===== src/rtl/blk_chain_pkg.sv =====
package blk_chain_pkg;

  typedef enum logic [1:0] {
    ST_IDLE = 2'd0,
    ST_REQ  = 2'd1,
    ST_WAIT = 2'd2,
    ST_OUT  = 2'd3
  } chain_state_e;

  localparam logic [1:0] XOR_BEFORE = 2'd2;
  localparam logic [1:0] XOR_AFTER  = 2'd3;
  localparam logic [1:0] VEC_CORE   = 2'd2;
  localparam logic [1:0] VEC_INPUT  = 2'd3;

  typedef struct packed {
    logic [1:0] xor_pos;
    logic [1:0] vec_src;
    logic       fwd;
    logic       swap;
    logic       rng;
  } chain_cfg_t;

endpackage


===== src/rtl/blk_word_swap.sv =====
module blk_word_swap #(
  parameter int BLK_W  = 128,
  parameter int WORD_W = 32
) (
  input  logic             en,
  input  logic [BLK_W-1:0] din,
  output logic [BLK_W-1:0] dout
);
  localparam int NWORD = BLK_W / WORD_W;
  localparam int NBYTE = WORD_W / 8;

  for (genvar w = 0; w < NWORD; w++) begin : g_word
    for (genvar b = 0; b < NBYTE; b++) begin : g_byte
      assign dout[w*WORD_W + b*8 +: 8] = en ? din[w*WORD_W + (NBYTE-1-b)*8 +: 8]
                                            : din[w*WORD_W + b*8 +: 8];
    end
  end
endmodule


===== src/rtl/blk_chain_vec.sv =====
module blk_chain_vec #(
  parameter int BLK_W = 128
) (
  input  logic             clk,
  input  logic             rst,
  input  logic             load,
  input  logic [BLK_W-1:0] load_val,
  input  logic             upd,
  input  logic [BLK_W-1:0] upd_val,
  output logic [BLK_W-1:0] vec
);
  always_ff @(posedge clk) begin
    if (rst)       vec <= '0;
    else if (load) vec <= load_val;
    else if (upd)  vec <= upd_val;
  end
endmodule


===== src/rtl/blk_chain_ctrl.sv =====
module blk_chain_ctrl
  import blk_chain_pkg::*;
#(
  parameter int BLK_W  = 128,
  parameter int WORD_W = 32
) (
  input  logic             clk,
  input  logic             rst,
  input  logic [1:0]       cfg_xor_pos,
  input  logic [1:0]       cfg_vec_src,
  input  logic             cfg_fwd,
  input  logic             cfg_swap,
  input  logic             cfg_rng_en,
  input  logic [BLK_W-1:0] iv_in,
  input  logic             job_start,
  input  logic             in_valid,
  output logic             in_ready,
  input  logic [BLK_W-1:0] in_data,
  output logic             core_req_valid,
  input  logic             core_req_ready,
  output logic [BLK_W-1:0] core_req_data,
  output logic             core_req_fwd,
  input  logic             core_rsp_valid,
  input  logic [BLK_W-1:0] core_rsp_data,
  output logic             out_valid,
  input  logic             out_ready,
  output logic [BLK_W-1:0] out_data,
  output logic [BLK_W-1:0] chain_out
);
  chain_state_e     st_q;
  chain_cfg_t       cfg_q;
  logic [BLK_W-1:0] in_sw, raw_q, req_q, out_q, res_pre, res_sw;
  logic             start_ok, in_fire, rsp_fire, xor_on, vec_upd;
  logic [BLK_W-1:0] vec_val;
  logic             is_idle;

  assign is_idle  = (st_q == ST_IDLE);
  assign start_ok = job_start && is_idle;
  assign in_ready = is_idle && !job_start && !cfg_q.rng;
  assign in_fire  = in_valid && in_ready;
  assign rsp_fire = (st_q == ST_WAIT) && core_rsp_valid;
  assign xor_on   = cfg_q.xor_pos[1];

  blk_word_swap #(.BLK_W(BLK_W), .WORD_W(WORD_W)) u_swap_in (
    .en(cfg_q.swap), .din(in_data), .dout(in_sw));

  assign res_pre = (cfg_q.xor_pos == XOR_AFTER) ? (core_rsp_data ^ chain_out) : core_rsp_data;

  blk_word_swap #(.BLK_W(BLK_W), .WORD_W(WORD_W)) u_swap_out (
    .en(cfg_q.swap), .din(res_pre), .dout(res_sw));

  assign vec_upd = rsp_fire && xor_on && cfg_q.vec_src[1];
  assign vec_val = (cfg_q.vec_src == VEC_INPUT) ? raw_q : core_rsp_data;

  blk_chain_vec #(.BLK_W(BLK_W)) u_vec (
    .clk(clk), .rst(rst),
    .load(start_ok), .load_val(iv_in),
    .upd(vec_upd), .upd_val(vec_val),
    .vec(chain_out));

  always_ff @(posedge clk) begin
    if (rst) begin
      st_q  <= ST_IDLE;
      cfg_q <= '0;
      raw_q <= '0;
      req_q <= '0;
      out_q <= '0;
    end else begin
      case (st_q)
        ST_IDLE: begin
          if (start_ok) begin
            cfg_q <= '{xor_pos: cfg_xor_pos, vec_src: cfg_vec_src, fwd: cfg_fwd,
                       swap: cfg_swap, rng: cfg_rng_en};
          end else if (in_fire) begin
            raw_q <= in_sw;
            req_q <= (cfg_q.xor_pos == XOR_BEFORE) ? (in_sw ^ chain_out) : in_sw;
            st_q  <= ST_REQ;
          end
        end
        ST_REQ:  if (core_req_ready) st_q <= ST_WAIT;
        ST_WAIT: if (rsp_fire) begin
          out_q <= res_sw;
          st_q  <= ST_OUT;
        end
        ST_OUT:  if (out_ready) st_q <= ST_IDLE;
        default: st_q <= ST_IDLE;
      endcase
    end
  end

  assign core_req_valid = (st_q == ST_REQ);
  assign core_req_data  = req_q;
  assign core_req_fwd   = cfg_q.fwd;
  assign out_valid      = (st_q == ST_OUT);
  assign out_data       = out_q;
endmodule


===== config.mk =====
export PLATFORM = sky130hd
export DESIGN_NAME = blk_chain_ctrl
export DESIGN_NICKNAME = d
export VERILOG_FILES = /design/src/rtl/blk_chain_pkg.sv /design/src/rtl/blk_word_swap.sv /design/src/rtl/blk_chain_vec.sv /design/src/rtl/blk_chain_ctrl.sv
export SDC_FILE = /design/constraint.sdc
export NUM_CORES = 1
export LEC_CHECK = 0
export BUFFER_PORTS_ARGS = -buffer_cell sky130_fd_sc_hd__buf_2
export CAP_MARGIN = 20
export CORE_AREA = 10 10 298 300
export CTS_CLUSTER_SIZE = 16
export DETAILED_ROUTE_END_ITERATION = 8
export DIE_AREA = 0 0 308 310
export GPL_ROUTABILITY_DRIVEN = 0
export SETUP_SLACK_MARGIN = 0.15
export SYNTH_ARGS = -nofsm -noshare
export SYNTH_HDL_FRONTEND = slang
export SYNTH_SLANG_ARGS = --single-unit

===== constraint.sdc =====
create_clock -name clk -period 2.3 [get_ports clk]
set_clock_uncertainty 0.15 [all_clocks]
set_input_delay 0.46 -clock clk [delete_from_list [all_inputs] [get_ports clk]]
set_output_delay 0.46 -clock clk [all_outputs]
set_load 0.05 [all_outputs]

# After elaboration in Yosys (flattened, before gate mapping)
# Cells that the tools add are included.
[totals]
reg_bits = 521
latch_bits = 0
mem_bits_rw = 0
mem_bits_ro = 0
in_bits = 398
out_inout_bits = 388
wordCells = 82
memories = 0
[op_classes]
addsub = 0
n_mul = 0
div_mod_pow = 0
order_cmp = 0
eq_ne = 11
shift = 0
muxes = 43
bitwise = 3
reduce_logical = 15
[op_table]
columns = ["op", "n"]
rows = [
  ["$mux W128", 5],
  ["$mux W8", 32],
  ["$xor A128 B128 Y128", 2],
  ["$eq A2 B2 Y1 const B", 5],
  ["$mux W2", 5],
  ["$pmux W2 S4", 1],
  ["$logic_and A1 B1 Y1", 7],
  ["$ne A2 B2 Y1 const B", 3],
  ["$reduce_and A5 Y1", 1],
  ["$ne A2 B1 Y1 const B", 2],
  ["$reduce_and A2 Y1", 2],
  ["$reduce_and A3 Y1", 1],
  ["$eq A2 B1 Y1 const B", 1],
  ["$logic_not A1 Y1", 2],
  ["$logic_not A2 Y1", 1],
  ["$reduce_bool A2 Y1", 1],
  ["$not A1 Y1", 1],
]

# Depth between registers and ports, before layout
[logic_depth]
word_depth = 7
ltp_mapped = 9
depth_no_buf = 6

# Modules after synthesis
# Synthesis repeated with hierarchy kept, for this count alone.
[unflattened]
hier_cells = 3131
area_unflattened_um2 = 28698.8
[modules_own_cells]
columns = ["module", "n_inst", "cells_each", "area_per_inst_um2", "seq_area_each_um2"]
rows = [
  ["blk_chain_ctrl", 1, 2278, 18801.8, 7867.5],
  ["blk_chain_vec", 1, 569, 6658.9, 2562.5],
  ["blk_word_swap", 2, 142, 1619.1, 0.0],
]

# Worst setup path before layout
# Ideal clock, no wire load.
[synth_timing]
path_kind = "flip-flop to flip-flop"
startpoint = "register st_q[1]"
endpoint = "register raw_q[32]"
setup_time_ns = 0.146
arrival_ns = 2.114
required_time_ns = 2.004
slack_ns = -0.110
stages_incl_launch_ff = 9
n_path_buf = 3
synth_period_minus_slack_ns = 2.410
cell_sequence = "dfxtp_1 inv_1 ha_1 nor3b_2 and2_1 buf_4 buf_4 buf_2 a211oi_2"
[synth_via]
elab_chain_len = 5
word_cells_on_any_way = 7
cone_classes = "bitwise: 1; reduce/logical: 6"
[synth_lines]
columns = ["element", "line_no", "rtl"]
rows = [
  ["from (decl)", "blk_chain_ctrl.sv:30", "chain_state_e st_q;"],
  ["from (signal assigned)", "blk_chain_ctrl.sv:63", "st_q <= ST_IDLE;"],
  ["from (signal assigned)", "blk_chain_ctrl.sv:77", "st_q <= ST_REQ;"],
  ["from (signal assigned)", "blk_chain_ctrl.sv:80", "ST_REQ: if (core_req_ready) st_q <= ST_WAIT;"],
  ["$logic_not A2 Y1", "blk_chain_ctrl.sv:37", "assign is_idle = (st_q == ST_IDLE);"],
  ["$logic_and A1 B1 Y1 (2 in series)", "blk_chain_ctrl.sv:39", "assign in_ready = is_idle && !job_start && !cfg_q.rng;"],
  ["named net in_ready", "blk_chain_ctrl.sv:17", "output logic in_ready,"],
  ["$logic_and A1 B1 Y1", "blk_chain_ctrl.sv:40", "assign in_fire = in_valid && in_ready;"],
  ["$reduce_and A3 Y1 (no line)", "-", ""],
  ["to (signal assigned)", "blk_chain_ctrl.sv:75", "raw_q <= in_sw;"],
  ["to (decl)", "blk_chain_ctrl.sv:32", "logic [BLK_W-1:0] in_sw, raw_q, req_q, out_q, res_pre, res_sw;"],
]
# The timed path passes the listed nets, and every way through them passes these cells.
# A chain may end at the register's enable or synchronous reset.

# Final worst setup path
[layout_timing]
startpoint = "register st_q[0]"
endpoint = "output port in_ready"
[layout_via]
elab_chain_len = 3
[layout_lines]
columns = ["element", "line_no"]
rows = [
  ["$logic_not A2 Y1", "blk_chain_ctrl.sv:37"],
  ["$logic_and A1 B1 Y1 (2 in series)", "blk_chain_ctrl.sv:39"],
  ["to (decl)", "blk_chain_ctrl.sv:17"],
]
# No other way between the ends.

==> summary.txt <==
Run status
  – Outcome: completed

Cells and area
  – Net count, final: 4,323
  – Core Util, Final: 44.4%
  – Design area: around 37,000 µm²
  – Layout cells sized above 1: 30.6%
  – Commonest non-fill, non-tap cell in the layout: buf_2
  – Most frequent cells in the layout: buf_2 (781), nand2_1 (527), dfxtp_1 (515), mux2i_1 (381), a21oi_1 (264)
  – Area growth syn-to-layout: 35.7%

Floorplanning
  – Initial core utilization: around a third
  – # IOs: 786
  – Die area: 95,500 µm²
  – Core Area: 82,900 µm²
  – Die Y: 310 µm
  – Chip width: ~300 µm
  – Number of cell rows: 106

Worst setup path
  – Worst path required time: 1.69 ns
  – CP Launch Type: flip-flop
  – R2R Path Start: st_q[0]$_SDFFE_PP0P_
  – Critical path's slowest cell: dfxtp_2
  – Worst flop-to-flop path endpoint: raw_q[5]$_SDFFE_PP0P_
  – Crit-path leading delay family: flip-flops
  – Buf+Inv Stages, Crit Path: 3
  – Critical Path Fanout Max: 2
  – Crit Path Class: reg -> out
  – Reg2reg setup slack: 0.21 ns
  – FF-to-FF path depth: 9
  – Critical Path Sink Type: output pin
  – CP Data Arrival Time: 1.63 ns
  – Crit-path cells: inv_2, ha_4, nor3b_4, buf_6, buf_8
  – Max incr delay on CP: 0.33 ns

Worst hold path
  – End of the worst hold path: u_vec.vec[94]$_SDFFE_PP0P_
  – Min-delay src: iv_in[94]
  – Hold Path Depth: 3
  – Hold WC Path Type: in -> reg

Synth
  – EDFF count, synth: 0
  – Synth Area in Adders: less than 1%
  – Mux cell area share after synthesis: 14.2%
  – Distinct cell type count of the synthesized netlist: 26
  – Simple-gate share of the synthesized area: 15.3%
  – Largest family of logic cells by synthesized area: compound AO/OA/AOI/OAI gates
  – Mapped Nets: 3,435
  – Synth Register Bits: 521
  – Synth Area in Compound Gates: 18.1%
  – Most used DFF post-synth: dfxtp_1
  – Xor/xnor share of the synthesized area: 8.27%
  – Asr flop ratio synth: 0%
  – YS warnings: 0
  – Register area share after synthesis: 38.5%
  – Mapped Area: roughly 27,000 µm²
  – Avg Cell Area, Syn: 8.94 µm²
  – Synth Instances: 3,033

Placement
  – Port Buffer Count: 785
  – Pre-CTS setup slack: 0.182 ns
  – Placed cell areas: 33,000 µm²
  – Post-DP HPWL: 90.9 mm

Power
  – Combinational share of power: between 20 and 30%
  – Pwr per Cell Area: 773 nW/µm²
  – Leak: 14.5 nW
  – Switching Share: approximately a third
  – Peak VDD IR: 0.000522 V
  – Switching pwr: 0.0100 W
  – Cell internal pwr: 0.0184 W
  – Sequential power share: 36.4%
  – Clock power frac: 35.8%

Global routing
  – Initial antenna violation count: 17
  – Largest net degree at the start of global routing: about 130
  – Vias in the first global route: 26.1k
  – First-pass GRT wire length: 174 mm
  – Overflow after GRT: 0
  – Overall Global Routing Usage: 23.7%

Route
  – Drt pass-1 iters: 5
  – Vias: about 27k
  – 1st-iter DRT viols: 1,991
  – Via density: 5.27
  – DRC Markers: 0
  – Drt total wl: 123 mm
  – Wire length per cell: 24.2 µm
  – Post-route ant nets: 0

Clock tree
  – Root Buffer: clkbuf_16
  – CTS H-tree depth: 2
  – TritonCTS buffer count: 60
  – TritonCTS clock tree: built
  – Latest clock arrival within the worst-skew pair: 0.63 ns
  – Worst-path clk slew: ~0.060 ns
  – CTS Sinks: 521
  – Clk buf depth: 3

Timing
  – Pins Over Slew Limit: 0
  – Tightest Pin Transition: 0.750 ns
  – Final worst setup slack: 0.0644 ns
  – Period minus WS final: ~2.2 ns
  – Finish-stage setup viols: 0
  – Final setup TNS: 0 ns
  – Final hold slack: 0.0458 ns
  – Hold Vio Cnt, Final: 0
  – Slew HR: roughly 50%
  – Final Cycle Share: 97.2%
  – Fmax: about 450 MHz
  – RSZ-0062 raised after global routing: yes

Run
  – Max cap viols: 0
-- worst max-delay path by stage --
stage / cells after the start / start / to / slack, ns
after floorplan: 9 / st_q[0]$_SDFFE_PP0P_ / core_req_data[35]$_SDFFE_PP0P_ / 0.14
after CTS: 5 / st_q[1]$_SDFFE_PP0P_ / in_ready / 0.04
after detailed placement: 7 / cfg_q[1]$_SDFFE_PP0P_ / core_req_data[91]$_SDFFE_PP0P_ / 0.18
after global placement: 6 / cfg_q[6]$_SDFFE_PP0P_ / out_data[4]$_SDFFE_PP0P_ / 0.20
after global routing: 5 / st_q[0]$_SDFFE_PP0P_ / in_ready / -0.006
final: 5 / st_q[0]$_SDFFE_PP0P_ / in_ready / 0.06
-- sequential cells by signal, indices dropped and copies added, names as in the netlist --
signal	cells
u_vec.vec	128
raw_q	128
core_req_data	128
st_q	2
out_data	128
cfg_q	6
core_req_fwd	1
-- worst min-delay path, cell delays in order --
cell	delay, ns
buf_2	0.10
nand2_1	0.12
a21oi_1	0.08
-- power by group through the flow --
stage	registers [W]	logic, W	clock network, W
final	0.0104	0.00791	0.0102
after detailed placement	0.0105	0.00753	0
after CTS	0.0103	0.00778	0.0104
after global placement	0.0105	0.00748	0
after global routing	0.0104	0.00837	0.0107
after floorplan	0.0119	0.00346	0
-- synthesized netlist by cell type (98+ instances only) --
master | count | share of area, %
a211oi_2 | 104 | 4.8
a21oi_1 | 266 | 4.9
a22o_1 | 128 | 4.1
buf_2 | 98 | 1.8
clkbuf_1 | 131 | 1.8
dfxtp_1 | 521 | 38
mux2i_1 | 384 | 14
nand2_1 | 529 | 7.3
nand3_1 | 129 | 2.4
nand3b_1 | 128 | 3.5
nor2_1 | 130 | 1.8
o211ai_1 | 128 | 3.5
xor2_1 | 256 | 8.3
-- routing by layer --
| metal | global-route usage, % | share of wire [%] | up-vias |
|---|---|---|---|
| li1 | - | - | 12500 |
| met1 | 29.1 | 41 | 12900 |
| met2 | 40.0 | 47 | 1125 |
| met3 | 5.47 | 7.8 | 226 |
| met4 | 8.82 | 3.8 | 10 |
| met5 | 0 | 0.052 | - |
-- stage by stage --
step                total power (W)  instances
floorplan                    0.0153       3033
global placement             0.0180       4791
detailed placement           0.0181       4791
CTS                          0.0285       5038
global route                 0.0294       5058
finish                       0.0284       5062
-- cell families after synthesis --
logic type | count (synthesis)
adders and majority gates | 4
DFF | 521
xor gates and xnor gates | 256
and+or+nand+nor | 924
buffers and inverters | 291
AOI/OAI and AO/OA | 653
muxes | 384
-- cell type report --
cell class / count / area [µm²]
Clock buffer: 80 / 1740
Tap cell: 1080 / 1350
Timing Repair Buffer: 1114 / 7580
Inverter: 3 / 13.8
Sequential cell: 521 / 10400
Multi-Input combinational cell: 2221 / 15300
Fill cell: 8137 / 46100
Clock inverter: 29 / 320
Antenna cell: 14 / 35.0
-- timing repair --
item | CTS | global route
gates cloned | 0 | 5
setup endpoints to repair | 1 | 35
hold endpoints to repair | 136 | 0
gates resized for setup | 7 | 31
pin swaps | 1 | 5
hold buffers | 132 | 0
buffers inserted | 6 | 5
No activity file was read; power rests on OpenSTA's default activity.
